--- src/rtl/bcs_pkg.sv ---
package bcs_pkg;

    typedef enum logic [1:0] {
        ST_IDLE  = 2'd0,
        ST_BURST = 2'd1,
        ST_PAGE  = 2'd2,
        ST_FAULT = 2'd3
    } bcs_state_e;

    typedef struct packed {
        logic       legal;
        logic       full;
        logic       ilv;
        logic [1:0] bl_log;
    } bcs_mode_t;

    // Decode of the four low mode bits: [3] ordering, [2:0] length code
    function automatic bcs_mode_t bcs_decode(input logic [3:0] cfg);
        bcs_mode_t m;
        m.ilv    = cfg[3];
        m.full   = 1'b0;
        m.legal  = 1'b1;
        m.bl_log = 2'd0;
        unique case (cfg[2:0])
            3'b000: m.bl_log = 2'd0;
            3'b001: m.bl_log = 2'd1;
            3'b010: m.bl_log = 2'd2;
            3'b011: m.bl_log = 2'd3;
            3'b111: begin
                m.full  = ~cfg[3];
                m.legal = ~cfg[3];
            end
            default: m.legal = 1'b0;
        endcase
        return m;
    endfunction

endpackage

--- src/rtl/bcs_mode_decode.sv ---
module bcs_mode_decode
    import bcs_pkg::*;
(
    input  logic [3:0] mode_cfg,
    output bcs_mode_t  mode
);

    always_comb begin
        mode = bcs_decode(mode_cfg);
    end

    always_comb begin
        if (mode.full) begin
            AST_FULL_SEQ_ONLY: assert (!mode.ilv);
        end
    end

endmodule

--- src/rtl/bcs_mask_gen.sv ---
module bcs_mask_gen #(
    parameter int COL_W = 8
) (
    input  logic             full,
    input  logic [1:0]       bl_log,
    output logic [COL_W-1:0] mask
);

    localparam int FIXED_BITS = 3;

    for (genvar b = 0; b < COL_W; b++) begin : g_bit
        if (b < FIXED_BITS) begin : g_low
            assign mask[b] = full | (32'(bl_log) > b);
        end else begin : g_high
            assign mask[b] = full;
        end
    end

endmodule

--- src/rtl/bcs_col_gen.sv ---
module bcs_col_gen #(
    parameter int COL_W = 8
) (
    input  logic [COL_W-1:0] base,
    input  logic [COL_W-1:0] idx,
    input  logic [COL_W-1:0] mask,
    input  logic             ilv,
    output logic [COL_W-1:0] col
);

    logic [COL_W-1:0] seq_low;
    logic [COL_W-1:0] ilv_low;

    always_comb begin
        seq_low = (base + idx) & mask;
        ilv_low = (base ^ idx) & mask;
        col     = (base & ~mask) | (ilv ? ilv_low : seq_low);
    end

endmodule

--- src/rtl/burst_col_seq.sv ---
module burst_col_seq
    import bcs_pkg::*;
#(
    parameter int COL_W = 8
) (
    input  logic             clk,
    input  logic             rst_n,
    input  logic             start,
    input  logic [COL_W-1:0] start_col,
    input  logic [3:0]       mode_cfg,
    input  logic             stop,
    output logic             beat_valid,
    output logic [COL_W-1:0] col_addr,
    output logic             last_beat,
    output logic             cfg_err
);

    localparam logic [COL_W-1:0] COL_ONE = COL_W'(1);

    bcs_state_e       state_q, state_d;
    bcs_mode_t        req_mode;
    logic [COL_W-1:0] req_mask;
    logic [COL_W-1:0] base_q;
    logic [COL_W-1:0] idx_q;
    logic [COL_W-1:0] mask_q;
    logic             ilv_q;
    logic             full_q;
    logic             last_hit;
    logic [COL_W-1:0] beat_col;

    bcs_mode_decode u_dec (
        .mode_cfg (mode_cfg),
        .mode     (req_mode)
    );

    bcs_mask_gen #(.COL_W(COL_W)) u_mask (
        .full   (req_mode.full),
        .bl_log (req_mode.bl_log),
        .mask   (req_mask)
    );

    bcs_col_gen #(.COL_W(COL_W)) u_col (
        .base (base_q),
        .idx  (idx_q),
        .mask (mask_q),
        .ilv  (ilv_q),
        .col  (beat_col)
    );

    assign last_hit = !full_q && (idx_q == mask_q);

    // State register
    always_ff @(posedge clk) begin
        if (!rst_n) begin
            state_q <= ST_IDLE;
        end else begin
            state_q <= state_d;
        end
    end

    // Next state
    always_comb begin
        state_d = state_q;
        unique case (state_q)
            ST_IDLE: begin
                if (start) begin
                    if (!req_mode.legal)    state_d = ST_FAULT;
                    else if (req_mode.full) state_d = ST_PAGE;
                    else                    state_d = ST_BURST;
                end
            end
            ST_BURST: if (stop || last_hit) state_d = ST_IDLE;
            ST_PAGE:  if (stop) state_d = ST_IDLE;
            ST_FAULT: state_d = ST_IDLE;
            default:  state_d = ST_IDLE;
        endcase
    end

    // Burst context
    always_ff @(posedge clk) begin
        if (!rst_n) begin
            base_q <= '0;
            idx_q  <= '0;
            mask_q <= '0;
            ilv_q  <= 1'b0;
            full_q <= 1'b0;
        end else if (state_q == ST_IDLE) begin
            if (start && req_mode.legal) begin
                base_q <= start_col;
                idx_q  <= '0;
                mask_q <= req_mask;
                ilv_q  <= req_mode.ilv;
                full_q <= req_mode.full;
            end
        end else if (state_q == ST_BURST || state_q == ST_PAGE) begin
            idx_q <= idx_q + COL_ONE;
        end
    end

    // Outputs
    always_comb begin
        beat_valid = 1'b0;
        last_beat  = 1'b0;
        cfg_err    = 1'b0;
        col_addr   = '0;
        unique case (state_q)
            ST_IDLE: ;
            ST_BURST: begin
                beat_valid = 1'b1;
                col_addr   = beat_col;
                last_beat  = last_hit;
            end
            ST_PAGE: begin
                beat_valid = 1'b1;
                col_addr   = beat_col;
            end
            ST_FAULT: cfg_err = 1'b1;
            default: ;
        endcase
    end

    AST_RESET_QUIET: assert property (@(posedge clk) !rst_n |=> !beat_valid && !cfg_err);
    AST_SEQ_STEP: assert property (@(posedge clk) disable iff (!rst_n)
        beat_valid && !ilv_q && !last_beat && !stop
        |=> beat_valid && (((col_addr - $past(col_addr)) & mask_q) == COL_ONE));
    AST_HIGH_FIXED: assert property (@(posedge clk) disable iff (!rst_n)
        beat_valid && !last_beat && !stop
        |=> ((col_addr & ~mask_q) == ($past(col_addr) & ~mask_q)));
    AST_LAST_END: assert property (@(posedge clk) disable iff (!rst_n)
        beat_valid && last_beat |=> !beat_valid);
    AST_ERR_NO_BEAT: assert property (@(posedge clk) disable iff (!rst_n)
        cfg_err |-> !beat_valid);
    AST_ERR_PULSE: assert property (@(posedge clk) disable iff (!rst_n)
        cfg_err |=> !cfg_err && !beat_valid);
    AST_BUSY_HOLD: assert property (@(posedge clk) disable iff (!rst_n)
        beat_valid && !last_beat && !stop |=> $stable(base_q));
    AST_STOP_END: assert property (@(posedge clk) disable iff (!rst_n)
        beat_valid && stop |=> !beat_valid);

endmodule

--- config.mk ---
export PLATFORM = sky130hd
export DESIGN_NAME = burst_col_seq
export DESIGN_NICKNAME = d
export VERILOG_FILES = /design/src/rtl/bcs_pkg.sv /design/src/rtl/bcs_mode_decode.sv /design/src/rtl/bcs_mask_gen.sv /design/src/rtl/bcs_col_gen.sv /design/src/rtl/burst_col_seq.sv
export SDC_FILE = /design/constraint.sdc
export NUM_CORES = 1
export LEC_CHECK = 0
export ABC_AREA = 1
export BUFFER_PORTS_ARGS = -buffer_cell sky130_fd_sc_hd__clkbuf_2
export CAP_MARGIN = 20
export CORE_MARGIN = 2
export CORE_UTILIZATION = 50
export DETAILED_ROUTE_END_ITERATION = 12
export GPL_ROUTABILITY_DRIVEN = 0
export PLACE_DENSITY = 0.75
export SLEW_MARGIN = 10
export SYNTH_ARGS = -nofsm -noshare
export SYNTH_HDL_FRONTEND = slang
export SYNTH_SLANG_ARGS = --single-unit
--- constraint.sdc ---
create_clock -name clk -period 1.4 [get_ports clk]
set_input_delay 0.14 -clock clk [delete_from_list [all_inputs] [get_ports clk]]
set_output_delay 0.14 -clock clk [all_outputs]
set_load 0.01 [all_outputs]
==> metrics.md, run 1 <==
| Metric | Value |
|---|---|
| Reg2reg setup slack | -0.08 ns |
| Setup TNS | -4.36 ns |
| Row count | 20 |
| Worst hold path class | in -> reg |
| Number of I/O pins | 27 |
| Final ANT Viol Nets | 0 |
| Overflow after GRT | 0 |
| Fill cells | 232 |
| Final non-filler cell total | 344 |
| Placed cell count | 333 |
| Hold Slack | approximately 0.050 ns |
| Wire per inst | 12.9 um |
| Final nets | 330 |
| Area Growth Syn to Fin | 47.2% |
| Die H | around 60 um |
| Drt first pass iters | 4 |
| Register area share after synthesis | 29.3% |
| Syn_nets | 265 |
| TritonCTS clock tree | done |
| Reg clk slew, reported paths | 0.13 ns |
| Synthesis warning total | 0 |
| Pin count of the biggest net entering global routing | 14 |
| WP data arrival | 1.89 ns |
| Vias/cell | 5.12 |
| Max Fclk | between 400 and 500 MHz |
| Max-cap violation count | 0 |
| Worst-Skew Late Latency | 0.32 ns |
| Max incr delay on CP | 0.38 ns |
| Post-synthesis cell area | 0.00157 mm^2 |
| Synth area leaders | dfxtp_1 29%, nand2_1 11%, ha_1 9.6%, nor2_1 9.3%, o21ai_0 7.3% |
| WS Path Type | reg -> out |
| Crit end category | primary output |
| Core box area | 0.00303 mm^2 |
| # setup viols final | 15 |
| Failing checks | negative setup slack |
| First-pass GRT wire length | 6580 um |
| Drt drc | 0 |
| Slowest stage cell, crit path | fa_2 |
| Clock buffer depth | 2 |
| Root buf cell | clkbuf_4 |
| Rel. slew slack | roughly 72% |
| Max FO, Critical Path | 3 |
| Num CTS Buffers | 3 |
| CP dominant cell by count | nor2_2 |
| Final hold viol count | 0 |
| Final Max Tran Viols | 0 |
| Post-route setup slack | -0.632 ns |
| Placed Area | slightly above 0.002 mm^2 |
| Commonest non-fill, non-tap cell in the layout | nand2_1 |
| WP data required | 1.26 ns |
| Initial drt markers | 85 |
| Cell area after layout | 0.00231 mm^2 |
| Cell Chain, Critical Path | ha_4 -> fa_2 -> nand4_1 -> o211ai_1 -> a21oi_1 -> nor2_2 -> nor2_2 -> clkbuf_2 |
| Clk sinks | 23 |
| Maximum vdd drop | 0.00139 V |
| Gate count of the mapped netlist | around 240 |
| Layout cells sized above 1 | 43.3% |
| DRT Wirelength | between 4000 and 5000 um |
| Commonest non-fill, non-tap cells in the layout | 38 x nand2_1, 36 x nor2_1, 29 x buf_4, 20 x inv_1, 20 x clkbuf_2 |
| Syn Area/Cell | 6.65 um^2 |
| ANT cells | 0 |
| H-tree depth | 1 |
| Post-synth top area share | 29.3% |
| Clock Skew | 0.00141 ns |
| Design Power | between 0.003 and 0.004 W |
| FF+latch count, synth | 23 |
| Die area | 0.00360 mm^2 |
| Via count of the routed design | 1761 |
| Slew @ Worst Pin | slightly above 0.4 ns |
| Min Tclk post-route | 2.03 ns |
| Synth area leader | dfxtp_1 |
| GRT Overall Usage | between 20 and 25% |
| Die width | 60.0 um |
| Startpoint class of the critical path | flip-flop |
| Library cells used by synthesis | 32 |
| Port buffer count | 26 |
| Detailed Place HPWL | 3110 um |
| PwrDens | 1520 mW/mm^2 |
| LEAKAGE | 1.02 nW |
| Unrepaired setup endpoints after global routing | yes |
| Initial antenna violation count | 0 |
| Vias in the first global route | 1501 |
| Outcome | finished with violations |
| Final worst-path cycle share | 145% |
| Starting density of the core | 51.8% |
cell type report:
class / instances / area [um^2] / share of cell area, %
clock buffers: 4 / 26.3 / 1.14
inverters: 30 / 118 / 5.09
flip-flops and latches: 23 / 485 / 21.0
well taps: 44 / 55.1 / 2.38
multi-input cells: 179 / 1170 / 50.6
repair buffers: 64 / 455 / 19.7
cell usage after synthesis:
library cell	instances
o21bai_4	1
nor3_1	1
clkinv_1	2
nor2_4	2
inv_2	2
nand3b_1	1
nand4_1	5
fa_1	1
buf_2	1
nand2_1	45
o221ai_1	1
nor2b_1	1
dfxtp_1	23
and2_1	2
inv_4	1
nor2_2	1
buf_1	1
o21ai_0	23
o22ai_1	2
nor3_2	1
o211ai_1	1
nand3_1	15
clkbuf_1	1
a221oi_1	1
a211oi_1	2
nor2_1	39
ha_1	12
o22ai_2	1
inv_1	25
xnor2_1	1
a21oi_1	20
buf_6	1
registers in the layout, indices dropped and copies added (netlist names):
register,cells
idx_q,8
ilv_q,1
state_q,2
mask_q,4
base_q,8
power by group:
part	internal [W]	switching (W)	total, W
Combinational	0.00109	0.00118	0.00227
Sequential	0.000797	0.000114	0.000911
Clock	0.000112	0.000215	0.000327
cell families (layout without fill, tap and decap cells):
group                      after synthesis  in the layout  share of synthesized area [%]
and+or+nand+nor                        113            113                           31.3
AOI/OAI and AO/OA                       52             52                           19.1
buffers and inverters                   34             98                           8.85
DFF                                     23             23                           29.3
adders and majority gates               13             13                           10.8
xor gates and xnor gates                 1              1                          0.558
through the flow:
stage | util (%) | setup slack, ns
final | 76.3 | -0.632
after global routing | 76.3 | -0.732
after CTS | 71.4 | -0.627
after detailed placement | 68.2 | -0.247
after global placement | 68.2 | -0.232
after floorplan | - | -0.110
routing by layer:
layer	up-vias	wire length [um]	global-route usage, %
met5	-	0	0
met4	0	41	7.30
met3	5	196	2.60
met2	43	2220	41.8
met1	800	1970	32.5
li1	913	-	-
final timing paths:
check | start | to | depth (start not counted)
min | start_col[1] | base_q[1] | 3
max | idx_q[0] | col_addr[6] | 8
min reg2reg | base_q[7] | base_q[7] | 2
max reg2reg | state_q[1] | idx_q[3] | 9
timing repair:
action                     4_1_cts  5_1_grt
hold buffers                     0        0
pin swaps                       16       14
resized for setup               20       44
cloned                           1        0
setup endpoints to repair       13       26
buffers inserted                 3        3
critical path: cells and delay by family, from the launching register on:
kind | cells | cell delay [ns]
buffers and inverters | 1 | 0.13
AOI/OAI and AO/OA | 2 | 0.32
adders and majority gates | 2 | 0.54
and+or+nand+nor | 3 | 0.21
DFF | 1 | 0.37
(Power assumes the default switching activity.)
==> run 2, diff against run 1 <==
--- a/config.mk
+++ b/config.mk
@@ -13,6 +13,7 @@
 export DETAILED_ROUTE_END_ITERATION = 12
 export GPL_ROUTABILITY_DRIVEN = 0
 export PLACE_DENSITY = 0.75
+export SETUP_SLACK_MARGIN = 0.1
 export SLEW_MARGIN = 10
 export SYNTH_ARGS = -nofsm -noshare
 export SYNTH_HDL_FRONTEND = slang
==> constraint.sdc (replaced) <==
create_clock -name clk -period 1.4 [get_ports clk]
set_input_delay 0 -clock clk [delete_from_list [all_inputs] [get_ports clk]]
set_output_delay 0 -clock clk [all_outputs]
set_load 0.01 [all_outputs]
==> run 2 against run 1 <==
The run ends with negative hold slack, negative setup slack left. Via count increased by 11%. First-iteration DRC count decreased by 4.7%. Sequential power increased by 0.8%. Setup slack improved by 0.15 ns. Clock power increased by 4%. Critical path type unchanged.
==> metrics.md, run 2 (synthesis gave the netlist of run 1 again) <==
| Metric | Value |
|---|---|
| Worst R2R Start | mask_q[2] |
| WS Path Type | reg -> out |
| Port buffer count | 26 |
| Worst slack, placed | -0.129 ns |
| Vias in the first global route | ~1800 |
| Hold Crit Endpoint | mask_q[1] |
| LEAKAGE | 1.14 nW |
| Sw Ratio | between 40 and 50% |
| Crit end category | primary output |
| GRT Overall Usage | about 28% |
| Drt drc | 0 |
| Die area | 0.00360 mm^2 |
| Max-cap violation count | 0 |
| Commonest non-fill, non-tap cell in the layout | nand2_1 |
| Area Growth Syn to Fin | 61.2% |
| Worst r2r path cells | 11 |
| Combinational share of power | 69.4% |
| Die H | roughly 60 um |
| Worst-Skew Late Latency | 0.33 ns |
| Failing checks | negative hold slack, negative setup slack |
| Worst hold path class | in -> reg |
| Final worst-path cycle share | 134% |
| Detailed Place HPWL | 2980 um |
| DRT Wirelength | 5610 um |
| Final ANT Viol Nets | 0 |
| ANT cells | 0 |
| Clock Power Share | 8.3% |
| Critical R2R Capture | state_q[0] |
| Overflow after GRT | 0 |
| Die width | approximately 60 um |
| Number of I/O pins | 27 |
| Pin count of the biggest net entering global routing | 15 |
| Reg clk slew, reported paths | 0.14 ns |
| Initial antenna violation count | 0 |
| Layout Utilization | between 80% and 90% |
| Setup crit start | idx_q[0] |
| Vias/cell | 5.39 |
| Unrepaired setup endpoints after global routing | yes |
| Worst Hold Depth | 3 |
| Core box area | 0.00303 mm^2 |
| WP data arrival | 1.88 ns |
| Maximum vdd drop | 0.00163 V |
| Flop pwr share | 22.4% |
| Row count | 20 |
| Layout cells sized above 1 | 44.5% |
| Clock buffer depth | 2 |
| Reg2reg setup slack | -0.20 ns |
| Max Fclk | 532 MHz |
| Drt first pass iters | 5 |
| WP data required | 1.40 ns |
| NetSw | 0.00177 W |
| Num CTS Buffers | 3 |
| Final Max Tran Viols | 0 |
| # setup viols final | 19 |
| Hold Slack | -0.0184 ns |
| Placed cell count | 325 |
| Max FO, Critical Path | 3 |
| Initial drt markers | just over 80 |
| Clk sinks | 23 |
| Startpoint class of the critical path | flip-flop |
| First-pass GRT wire length | 7560 um |
| Starting density of the core | 51.8% |
| Clock Skew | 0.00480 ns |
| Fill cells | ~180 |
| Final nets | 349 |
| H-tree depth | 1 |
| TritonCTS clock tree | done |
| Regs by FF count | base_q: 8 flops, idx_q: 8 flops, mask_q: 4 flops |
| PwrDens | 1620 mW/mm^2 |
| Via count of the routed design | 1955 |
| Cell Int Power | ~0.0023 W |
| Final non-filler cell total | 363 |
| Commonest non-fill, non-tap cells in the layout | 36 x nand2_1, 34 x nor2_1, 30 x buf_4, 20 x inv_1 |
| Post-route setup slack | -0.481 ns |
| Final hold viol count | 1 |
| Slew @ Worst Pin | 0.414 ns |
| Rel. slew slack | slightly above 70% |
| Wire per inst | 15.4 um |
| Worst hold start | mode_cfg[1] |
| Root buf cell | clkbuf_4 |
| Outcome | finished with violations |
| Min Tclk post-route | about 1.9 ns |
-- run 2: area by class of cell --
type                    count  area [um^2]  area share [%]
clock buffers               3         22.5           0.890
clock inverters             1         5.00           0.198
inverters                  30          120            4.75
multi-input cells         179         1180            46.7
flip-flops and latches     23          484            19.1
well taps                  44         55.1            2.18
repair buffers             83          661            26.1
-- run 2: metal layers --
metal / GRT usage, % / vias up / part of all wire [%]
li1: - / 949 / -
met5: 0 / - / 0
met3: 3.90 / 26 / 5.6
met1: 32.1 / 899 / 39
met2: 51.7 / 81 / 51
met4: 8.89 / 0 / 3.5
-- run 2: power groups by stage --
stage                     registers, W  logic (W)  clock network [W]
after floorplan               0.000923    0.00114                  0
after global placement        0.000923    0.00166                  0
after detailed placement      0.000930    0.00168                  0
after CTS                     0.000906    0.00220           0.000337
after global routing          0.000929    0.00305           0.000356
final                         0.000918    0.00285           0.000339
-- run 2: how the worst max path moves through the flow --
stage | end | cells after the start
after floorplan | col_addr[6] | 7
after global placement | col_addr[6] | 8
after detailed placement | col_addr[6] | 8
after CTS | col_addr[6] | 8
after global routing | col_addr[7] | 11
final | col_addr[6] | 9
-- run 2: stage by stage --
stage / hold WS, ns / total power, W / setup TNS (ns) / area (um^2)
after floorplan: 0.128 / 0.00206 / 0 / 1670
after global placement: 0.254 / 0.00258 / -0.162 / 2020
after detailed placement: 0.261 / 0.00261 / -0.291 / 2020
after CTS: 0.000232 / 0.00344 / -2.83 / 2300
after global routing: 0.0108 / 0.00433 / -5.33 / 2530
final: -0.0184 / 0.00411 / -4.01 / 2530
-- run 2: what timing repair did --
action	in CTS	in global routing
pin swaps	21	22
cloned	1	1
endpoints found under the setup margin	31	33
resized for setup	30	54
endpoints found under the hold margin	10	0
hold buffers	11	0
setup buffers	9	12
-- run 2: worst max-delay path, cell delays in order, from the launching register on --
cell and delay (ns):
dfxtp_4 0.38, ha_4 0.16, fa_2 0.37, nand4_1 0.09
o211ai_1 0.12, nand3_1 0.09, nand2_1 0.06, nor2_2 0.12
nor2_2 0.04, buf_2 0.13
